<file path="src/rtl/motor_seq_pkg.sv">
package motor_seq_pkg;
  typedef enum logic [1:0] {MD_SAVE, MD_STBY, MD_DRIVE, MD_TEST} mode_e;
  typedef enum logic [1:0] {ST_SAVE, ST_STBY, ST_PRECH, ST_RUN} state_e;

  // flag vector bit positions
  localparam int FB_SAVE  = 0;
  localparam int FB_DRIVE = 1;
  localparam int FB_TEST  = 2;
  localparam int FB_FAULT = 3;
  localparam int FB_OVH   = 4;
  localparam int FB_HOT   = 5;
  localparam int FLAG_W   = 6;
  localparam logic [FLAG_W-1:0] FLAG_RST = 6'b011011;

  function automatic mode_e decode_mode(input logic below_save, input logic below_drive,
                                        input logic above_test);
    if (below_save)       return MD_SAVE;
    else if (below_drive) return MD_STBY;
    else if (above_test)  return MD_TEST;
    else                  return MD_DRIVE;
  endfunction
endpackage

</file>
<file path="src/rtl/mode_filter.sv">
module mode_filter
  import motor_seq_pkg::*;
#(
  parameter int SYNC_STAGES = 2
) (
  input  logic              clk,
  input  logic              rst,
  input  logic [FLAG_W-1:0] flags_raw,
  output mode_e             mode_acc,
  output logic              fault_ok,
  output logic              ovh_ok,
  output logic              hot
);
  logic [FLAG_W-1:0] stage_q [SYNC_STAGES];
  logic [FLAG_W-1:0] flags_s;
  mode_e dec, dec_prev_q, acc_q;

  for (genvar i = 0; i < SYNC_STAGES; i++) begin : g_sync
    if (i == 0) begin : g_first
      always_ff @(posedge clk) begin
        if (rst) stage_q[i] <= FLAG_RST;
        else     stage_q[i] <= flags_raw;
      end
    end else begin : g_next
      always_ff @(posedge clk) begin
        if (rst) stage_q[i] <= FLAG_RST;
        else     stage_q[i] <= stage_q[i-1];
      end
    end
  end

  assign flags_s = stage_q[SYNC_STAGES-1];
  assign dec = decode_mode(flags_s[FB_SAVE], flags_s[FB_DRIVE], flags_s[FB_TEST]);

  always_ff @(posedge clk) begin
    if (rst) begin
      dec_prev_q <= MD_SAVE;
      acc_q      <= MD_SAVE;
    end else begin
      dec_prev_q <= dec;
      if (dec == dec_prev_q) acc_q <= dec;
    end
  end

  assign mode_acc = acc_q;
  assign fault_ok = flags_s[FB_FAULT];
  assign ovh_ok   = flags_s[FB_OVH];
  assign hot      = flags_s[FB_HOT];


  accept_stable_chk: assert property (@(posedge clk) disable iff (rst)
    (acc_q != $past(acc_q)) |-> (acc_q == $past(dec_prev_q)));
endmodule

</file>
<file path="src/rtl/mode_fsm.sv">
module mode_fsm
  import motor_seq_pkg::*;
#(
  parameter int PRECHARGE_US = 3840,
  parameter int REFRESH_US   = 1000,
  parameter int PULSE_US     = 2
) (
  input  logic   clk,
  input  logic   rst,
  input  mode_e  mode_acc,
  input  logic   tick_us,
  output state_e state,
  output logic   refresh_on
);
  localparam int PC_W = $clog2(PRECHARGE_US + 1);
  localparam int RF_W = $clog2(REFRESH_US);
  localparam logic [PC_W-1:0] PC_LAST = PC_W'(PRECHARGE_US - 1);
  localparam logic [RF_W-1:0] RF_LAST = RF_W'(REFRESH_US - 1);
  localparam logic [RF_W-1:0] RF_PULSE = RF_W'(PULSE_US);

  state_e st_q, st_d;
  logic armed_q;
  logic [PC_W-1:0] pc_q;
  logic [RF_W-1:0] rf_q;

  always_comb begin
    st_d = st_q;
    if (mode_acc == MD_SAVE) begin
      st_d = ST_SAVE;
    end else if (mode_acc == MD_STBY) begin
      st_d = ST_STBY;
    end else begin
      unique case (st_q)
        ST_SAVE:  st_d = ST_PRECH;
        ST_STBY:  st_d = armed_q ? ST_PRECH : ST_RUN;
        ST_PRECH: if (tick_us && pc_q == PC_LAST) st_d = ST_RUN;
        ST_RUN:   st_d = ST_RUN;
        default:  st_d = ST_SAVE;
      endcase
    end
  end

  always_ff @(posedge clk) begin
    if (rst) begin
      st_q    <= ST_SAVE;
      armed_q <= 1'b1;
      pc_q    <= '0;
      rf_q    <= '0;
    end else begin
      st_q <= st_d;
      if (st_q == ST_SAVE) armed_q <= 1'b1;
      else if (st_q == ST_PRECH && st_d == ST_RUN) armed_q <= 1'b0;
      if (st_q != ST_PRECH) pc_q <= '0;
      else if (tick_us)     pc_q <= pc_q + 1'b1;
      if (st_q != ST_STBY)  rf_q <= '0;
      else if (tick_us)     rf_q <= (rf_q == RF_LAST) ? '0 : rf_q + 1'b1;
    end
  end

  assign state      = st_q;
  assign refresh_on = (st_q == ST_STBY) && (rf_q < RF_PULSE);


  prech_entry_chk: assert property (@(posedge clk) disable iff (rst)
    (st_q != ST_PRECH && st_d == ST_PRECH) |-> armed_q);
endmodule

</file>
<file path="src/rtl/stall_timer.sv">
module stall_timer #(
  parameter int LOCK_MS   = 2000,
  parameter int US_PER_MS = 1000
) (
  input  logic clk,
  input  logic rst,
  input  logic clear,
  input  logic run,
  input  logic freeze,
  input  logic hall_edge,
  input  logic tick_us,
  output logic locked
);
  localparam int US_W = $clog2(US_PER_MS);
  localparam int MS_W = $clog2(LOCK_MS);
  localparam logic [US_W-1:0] US_LAST = US_W'(US_PER_MS - 1);
  localparam logic [MS_W-1:0] MS_LAST = MS_W'(LOCK_MS - 1);

  logic [US_W-1:0] us_q;
  logic [MS_W-1:0] ms_q;
  logic lock_q;

  always_ff @(posedge clk) begin
    if (rst || clear) begin
      us_q   <= '0;
      ms_q   <= '0;
      lock_q <= 1'b0;
    end else if (hall_edge) begin
      us_q <= '0;
      ms_q <= '0;
    end else if (run && !freeze && !lock_q && tick_us) begin
      if (us_q == US_LAST) begin
        us_q <= '0;
        if (ms_q == MS_LAST) begin
          ms_q   <= '0;
          lock_q <= 1'b1;
        end else begin
          ms_q <= ms_q + 1'b1;
        end
      end else begin
        us_q <= us_q + 1'b1;
      end
    end
  end

  assign locked = lock_q;


  clear_release_chk: assert property (@(posedge clk) disable iff (rst)
    clear |=> !lock_q);

  freeze_hold_chk: assert property (@(posedge clk) disable iff (rst)
    (freeze && !clear && !hall_edge) |=> ($stable(ms_q) && $stable(us_q)));
endmodule

</file>
<file path="src/rtl/motor_mode_seq.sv">
module motor_mode_seq
  import motor_seq_pkg::*;
#(
  parameter int SYNC_STAGES  = 2,
  parameter int PRECHARGE_US = 3840,
  parameter int REFRESH_US   = 1000,
  parameter int PULSE_US     = 2,
  parameter int LOCK_MS      = 2000,
  parameter int US_PER_MS    = 1000,
  parameter int PHASES       = 3
) (
  input  logic              clk,
  input  logic              rst,
  input  logic              lvl_below_save,
  input  logic              lvl_below_drive,
  input  logic              lvl_above_test,
  input  logic              ext_fault_n,
  input  logic              overheat_n,
  input  logic              die_hot,
  input  logic              hall_edge,
  input  logic              tick_us,
  input  logic [PHASES-1:0] cmd_hi,
  input  logic [PHASES-1:0] cmd_lo,
  output logic [PHASES-1:0] gate_hi,
  output logic [PHASES-1:0] gate_lo,
  output logic              precharge_ovr,
  output logic              hall_bias_en,
  output logic              fg_force_high,
  output logic              fg_off,
  output logic              test_mode,
  output logic              lock_active
);
  mode_e  mode_acc;
  state_e state;
  logic fault_ok, ovh_ok, hot, refresh_on, locked, blocked;
  logic [FLAG_W-1:0] flags_raw;

  assign flags_raw = {die_hot, overheat_n, ext_fault_n, lvl_above_test, lvl_below_drive,
                      lvl_below_save};

  mode_filter #(.SYNC_STAGES(SYNC_STAGES)) u_filter (
    .clk(clk), .rst(rst), .flags_raw(flags_raw), .mode_acc(mode_acc),
    .fault_ok(fault_ok), .ovh_ok(ovh_ok), .hot(hot));

  mode_fsm #(.PRECHARGE_US(PRECHARGE_US), .REFRESH_US(REFRESH_US), .PULSE_US(PULSE_US)) u_fsm (
    .clk(clk), .rst(rst), .mode_acc(mode_acc), .tick_us(tick_us), .state(state),
    .refresh_on(refresh_on));

  stall_timer #(.LOCK_MS(LOCK_MS), .US_PER_MS(US_PER_MS)) u_stall (
    .clk(clk), .rst(rst), .clear(state == ST_SAVE), .run(state == ST_RUN), .freeze(hot),
    .hall_edge(hall_edge), .tick_us(tick_us), .locked(locked));

  assign blocked = !fault_ok || !ovh_ok;

  always_ff @(posedge clk) begin
    if (rst) begin
      gate_hi       <= '0;
      gate_lo       <= '0;
      precharge_ovr <= 1'b0;
      hall_bias_en  <= 1'b0;
      fg_force_high <= 1'b1;
      fg_off        <= 1'b0;
      test_mode     <= 1'b0;
    end else begin
      gate_hi <= '0;
      gate_lo <= '0;
      if (!blocked) begin
        unique case (state)
          ST_STBY:  gate_lo <= {PHASES{refresh_on}};
          ST_PRECH: gate_lo <= '1;
          ST_RUN: begin
            gate_hi <= cmd_hi & ~{PHASES{locked}};
            gate_lo <= cmd_lo;
          end
          default: ;
        endcase
      end
      precharge_ovr <= (state == ST_PRECH);
      hall_bias_en  <= (state != ST_SAVE);
      fg_force_high <= (state == ST_SAVE) && fault_ok;
      fg_off        <= !fault_ok;
      test_mode     <= (state == ST_RUN) && (mode_acc == MD_TEST);
    end
  end

  assign lock_active = locked;


  save_gates_chk: assert property (@(posedge clk) disable iff (rst)
    (state == ST_SAVE) |=> (gate_hi == '0 && gate_lo == '0 && !hall_bias_en));

  stby_hi_chk: assert property (@(posedge clk) disable iff (rst)
    (state == ST_STBY) |=> (gate_hi == '0));

  lock_hi_chk: assert property (@(posedge clk) disable iff (rst)
    locked |=> (gate_hi == '0));

  fault_gates_chk: assert property (@(posedge clk) disable iff (rst)
    blocked |=> (gate_hi == '0 && gate_lo == '0));
endmodule

</file>
<file path="config.mk">
export PLATFORM = sky130hd
export DESIGN_NAME = motor_mode_seq
export DESIGN_NICKNAME = d
export VERILOG_FILES = /design/src/rtl/motor_seq_pkg.sv /design/src/rtl/mode_filter.sv /design/src/rtl/mode_fsm.sv /design/src/rtl/stall_timer.sv /design/src/rtl/motor_mode_seq.sv
export SDC_FILE = /design/constraint.sdc
export NUM_CORES = 1
export LEC_CHECK = 0
export BUFFER_PORTS_ARGS = -buffer_cell sky130_fd_sc_hd__buf_2
export CAP_MARGIN = 25
export CELL_PAD_IN_SITES_DETAIL_PLACEMENT = 0
export CELL_PAD_IN_SITES_GLOBAL_PLACEMENT = 1
export CORE_MARGIN = 2
export CORE_UTILIZATION = 45
export CTS_CLUSTER_SIZE = 8
export DETAILED_ROUTE_END_ITERATION = 6
export HOLD_SLACK_MARGIN = 0.08
export PLACE_DENSITY_LB_ADDON = 0.2
export SLEW_MARGIN = 30
export SYNTH_ARGS = -nofsm -noshare
export SYNTH_HDL_FRONTEND = slang
export SYNTH_HIERARCHICAL = 1
export SYNTH_SLANG_ARGS = --single-unit
</file>
<file path="constraint.sdc">
create_clock -name clk -period 6.4 [get_ports clk]
set_input_delay 0 -clock clk [delete_from_list [all_inputs] [get_ports clk]]
set_output_delay 0 -clock clk [all_outputs]
set_load 0.01 [all_outputs]
</file>
==> out/results.tsv <==
stage	metric	value	unit
floorplanning	initial_core_util	0.461	
logic_synthesis	synth_edf_count	0	
sta	setup-tns-final	0	ns
sta	min_period	2.79	ns
sta	tightest_slew	0.898	ns
layout	n_antenna_cell	0	
sta	hold-worst-slack	0.0958	ns
power	combPwrFrac	0.028	
sta	finalCritPeriodShare	0.436	
routing	drt_wl_total	5.91	mm
routing	wl_met3	234	um
placed_design	placed_area	3320	um^2
layout	area_delta_synth_final	16.9	%
power	switching_share	0.216	
sta	slew_headroom	0.393	
clock_network	cts_tree	done	
floorplanning	die-area	7600	um^2
clock_network	cts_buffers	9	
floorplanning	fp.coreArea	6760	um^2
power	p_int	0.657	mW
clock_network	cts.sinks	74	
logic_synthesis	yosysWarnings	6	
power	p_per_area	230	nW/um^2
critical_path	crit_fanout	16	
power	p_clk_frac	0.415	
job	timing.max_cap.violations	0	
clock_network	htree_levels	3	
clock_network	root_buffer	clkbuf_8	
logic_synthesis	syn-num-nets	366	
critical_path	worstSetupStartpointType	register	
routing	ant_nets	0	
critical_path	timing.rr.end	u_stall/ms_q[5]$_SDFFE_PP0P_	
routing	drt_iter0_drc	89	
min_path	holdPathEnd	fg_off$_SDFF_PP0_	
critical_path	critPathArrivalTime	3.05	ns
routing	wl_met1	3.01	mm
power	p_seq_frac	0.556	
placed_design	place_inst	444	
placed_design	hpwl	3.97	mm
power	power_switching	0.181	mW
routing	via_count	2471	
power	peakVddDrop	0.131	mV
routing	viasPerCell	5.22	
placed_design	post-place-ws	3.66	ns
placed_design	io_buffers	27	
critical_path	r2r_setup_slack	3.61	ns
sta	hold_viol	0	
outcome	status	complete, no violations	
logic_synthesis	synthDistinctLibCells	54	
floorplanning	die_h	87.2	um
sta	finalSetupViolCount	0	
routing	wl_met2	2.52	mm
clock_network	clk_latency	0.33	ns
sta	drv_slew	0	
logic_synthesis	synthFlopType	dfxtp_1	
sta	rsz0062_at_grt	false	
layout	final_util	0.539	
critical_path	crit_path_end_kind	register	
routing	drt-wirelength-per-cell	12.5	um
logic_synthesis	synth-seq-cells	74	
critical_path	crit_type	register to register	
placed_design	place_congestion	0.801	
floorplanning	io_pins	28	
logic_synthesis	syn-cell-area	3110	um^2
clock_network	cts_buffer_depth	2	
routing	drt_first_pass_iters	4	
grt	grt_pass1_wl	10.0	mm
logic_synthesis	ys_seq_area_frac	0.476	
sta	max_freq	358	MHz
layout	final_nets	408	
grt	grt_max_degree	31	
grt	gr-total-overflow	0	
routing	drc_errors	0	
logic_synthesis	synthArstFlopShare	0	
layout	final_area	3640	um^2
critical_path	path_cells	nand2_2 > inv_1 > nand4bb_1 > or4_1 > or4b_1 > a21oi_1	
layout	final_cells	473	
clock_network	clk_pin_slew	0.08	ns
min_path	holdPathStages	2	
logic_synthesis	synthCells	346	
clock_network	post_cts_buffers	0	
min_path	hold_start	rst	
power	leakagePower	1.25	nW
min_path	hold_path.class	input port to register	
routing	top_layer	met4	
layout	fillers	650	
sta	worst_slack	3.61	ns
clock_network	cts_hold_buf	13	
grt	antenna_found_initial	0	
sta	clock_skew	0.00980	ns
critical_path	cpMaxStageDelayCell	or4_1	
floorplanning	row_count	30	
layout	drive_gt1_frac	0.160	
clock_network	post_cts_resized	0	
power	p_total	0.838	mW
grt	grt_pass1_vias	2238	
floorplanning	fp.dieW	87.2	um
critical_path	rr_worst_depth	6	
critical_path	critical-path-max-stage-delay	0.87	ns
logic_synthesis	syn_avg_cell_area	9.00	um^2
grt	grt_usage	0.167	
critical_path	crit_required	6.66	ns
critical_path	timing.rr.start	u_fsm/state[0]$_SDFF_PP0_	
==> cell usage in the layout (no fill, tap or decap), types with 3 or more instances in the layout <==
cell | synthesis | routed
dfxtp_1 | 74 | 74
nor2_1 | 43 | 43
nand2_1 | 28 | 28
buf_2 | 1 | 27
nand3_1 | 18 | 18
xnor2_1 | 16 | 16
a21oi_1 | 14 | 14
dlygate4sd3_1 | 0 | 13
nor3_1 | 13 | 12
inv_1 | 11 | 11
nor4_1 | 11 | 11
xor2_1 | 10 | 10
clkbuf_8 | 0 | 9
o21ai_0 | 9 | 9
nand4_1 | 9 | 9
or2_2 | 8 | 8
or3_1 | 7 | 7
nor2b_1 | 6 | 6
and3_1 | 5 | 5
a311oi_1 | 4 | 4
nor3b_1 | 4 | 4
a31oi_1 | 4 | 4
ha_1 | 4 | 4
clkinv_2 | 0 | 3
==> cells by family (layout without fill, tap and decap cells) <==
family	Yosys count	in the layout	share of synthesized area
AND/OR/NAND/NOR	174	174	0.305
adder cells (fa/ha/maj)	4	4	0.0161
XOR/XNOR	26	26	0.0731
buffers and inverters	21	68	0.0273
AO/OA/AOI/OAI	44	44	0.0928
flip-flops	74	74	0.476
multiplexers	3	3	0.0100
==> power groups by stage <==
stage	combinational (mW)	sequential [mW]	clock [mW]
after floorplan	0.00946	0.477	0
after global placement	0.0175	0.477	0
after detailed placement	0.0177	0.477	0
after CTS	0.0238	0.466	0.360
after global routing	0.0262	0.467	0.382
final	0.0238	0.466	0.348
==> final cells by class <==
cell class / instances / area, um^2 / share of cell area
clock inverters: 7 / 68.8 / 0.0189
inverters: 11 / 41.3 / 0.0113
multi-input cells: 251 / 1550 / 0.426
flip-flops and latches: 74 / 1480 / 0.407
clock buffers: 9 / 124 / 0.0340
well taps: 80 / 100 / 0.0275
repair buffers: 41 / 273 / 0.0749
==> synthesized netlist by cell type, drive strengths merged, types with 2 or more instances <==
cell type  number  area share
inv            11       0.013
buf             2      0.0040
nor4           11       0.022
clkbuf          8       0.010
and3            5       0.010
nor2           43       0.052
nand4          10       0.022
xor2           10       0.028
nand2          30       0.038
dfxtp          74        0.48
o21ai           9       0.014
and4            2      0.0064
or3             7       0.014
nand4bb         2      0.0072
nand3          18       0.029
or3b            3      0.0084
a21oi          14       0.022
o21bai          2      0.0084
mux2i           2      0.0064
nor3b           4      0.0096
o31ai           2      0.0048
nor2b           6       0.012
and2            2      0.0040
xnor2          16       0.045
or2             8       0.016
or4             2      0.0048
a31oi           4      0.0080
a311oi          4       0.011
ha              4       0.016
nand4b          2      0.0056
nor3           14       0.024
==> critical path, delay by kind of cell, from the launching register on <==
family | cells | cell delay [ns]
AND/OR/NAND/NOR | 4 | 1.89
flip-flops | 1 | 0.57
AO/OA/AOI/OAI | 1 | 0.15
buffers and inverters | 1 | 0.10
==> per-layer routing <==
| metal | track usage | up-vias |
|---|---|---|
| met5 | 0 | - |
| met4 | 0.0895 | 0 |
| met3 | 0.0322 | 10 |
| met2 | 0.248 | 46 |
| met1 | 0.230 | 1105 |
| li1 | - | 1310 |
==> worst max path at each step <==
| stage | startpoint | endpoint | slack (ns) |
|---|---|---|---|
| 6_report | u_fsm/state[0]$_SDFF_PP0_ | u_stall/ms_q[5]$_SDFFE_PP0P_ | 3.61 |
| 5_1_grt | u_fsm/state[0]$_SDFF_PP0_ | u_stall/ms_q[5]$_SDFFE_PP0P_ | 3.42 |
| 2_1_floorplan | u_fsm/state[0]$_SDFF_PP0_ | u_stall/ms_q[5]$_SDFFE_PP0P_ | 4.14 |
| 4_1_cts | u_fsm/state[0]$_SDFF_PP0_ | u_stall/ms_q[5]$_SDFFE_PP0P_ | 3.64 |
| 3_3_place_gp | u_fsm/state[0]$_SDFF_PP0_ | u_stall/ms_q[5]$_SDFFE_PP0P_ | 3.75 |
| 3_5_place_dp | u_fsm/state[0]$_SDFF_PP0_ | u_stall/ms_q[5]$_SDFFE_PP0P_ | 3.66 |
==> sequential cells by signal, summed over array words and instances (netlist names), 2 cells and up <==
register and flops:
u_stall/ms_q 11, gate_hi 3, u_fsm/state 2, gate_lo 3, u_filter/mode_acc 2, u_fsm/rf_q 10, u_filter/dec_prev_q 2, u_filter/stage_q 12
u_fsm/pc_q 12, u_stall/us_q 10
Note: power is estimated with default switching activity, not from simulation.
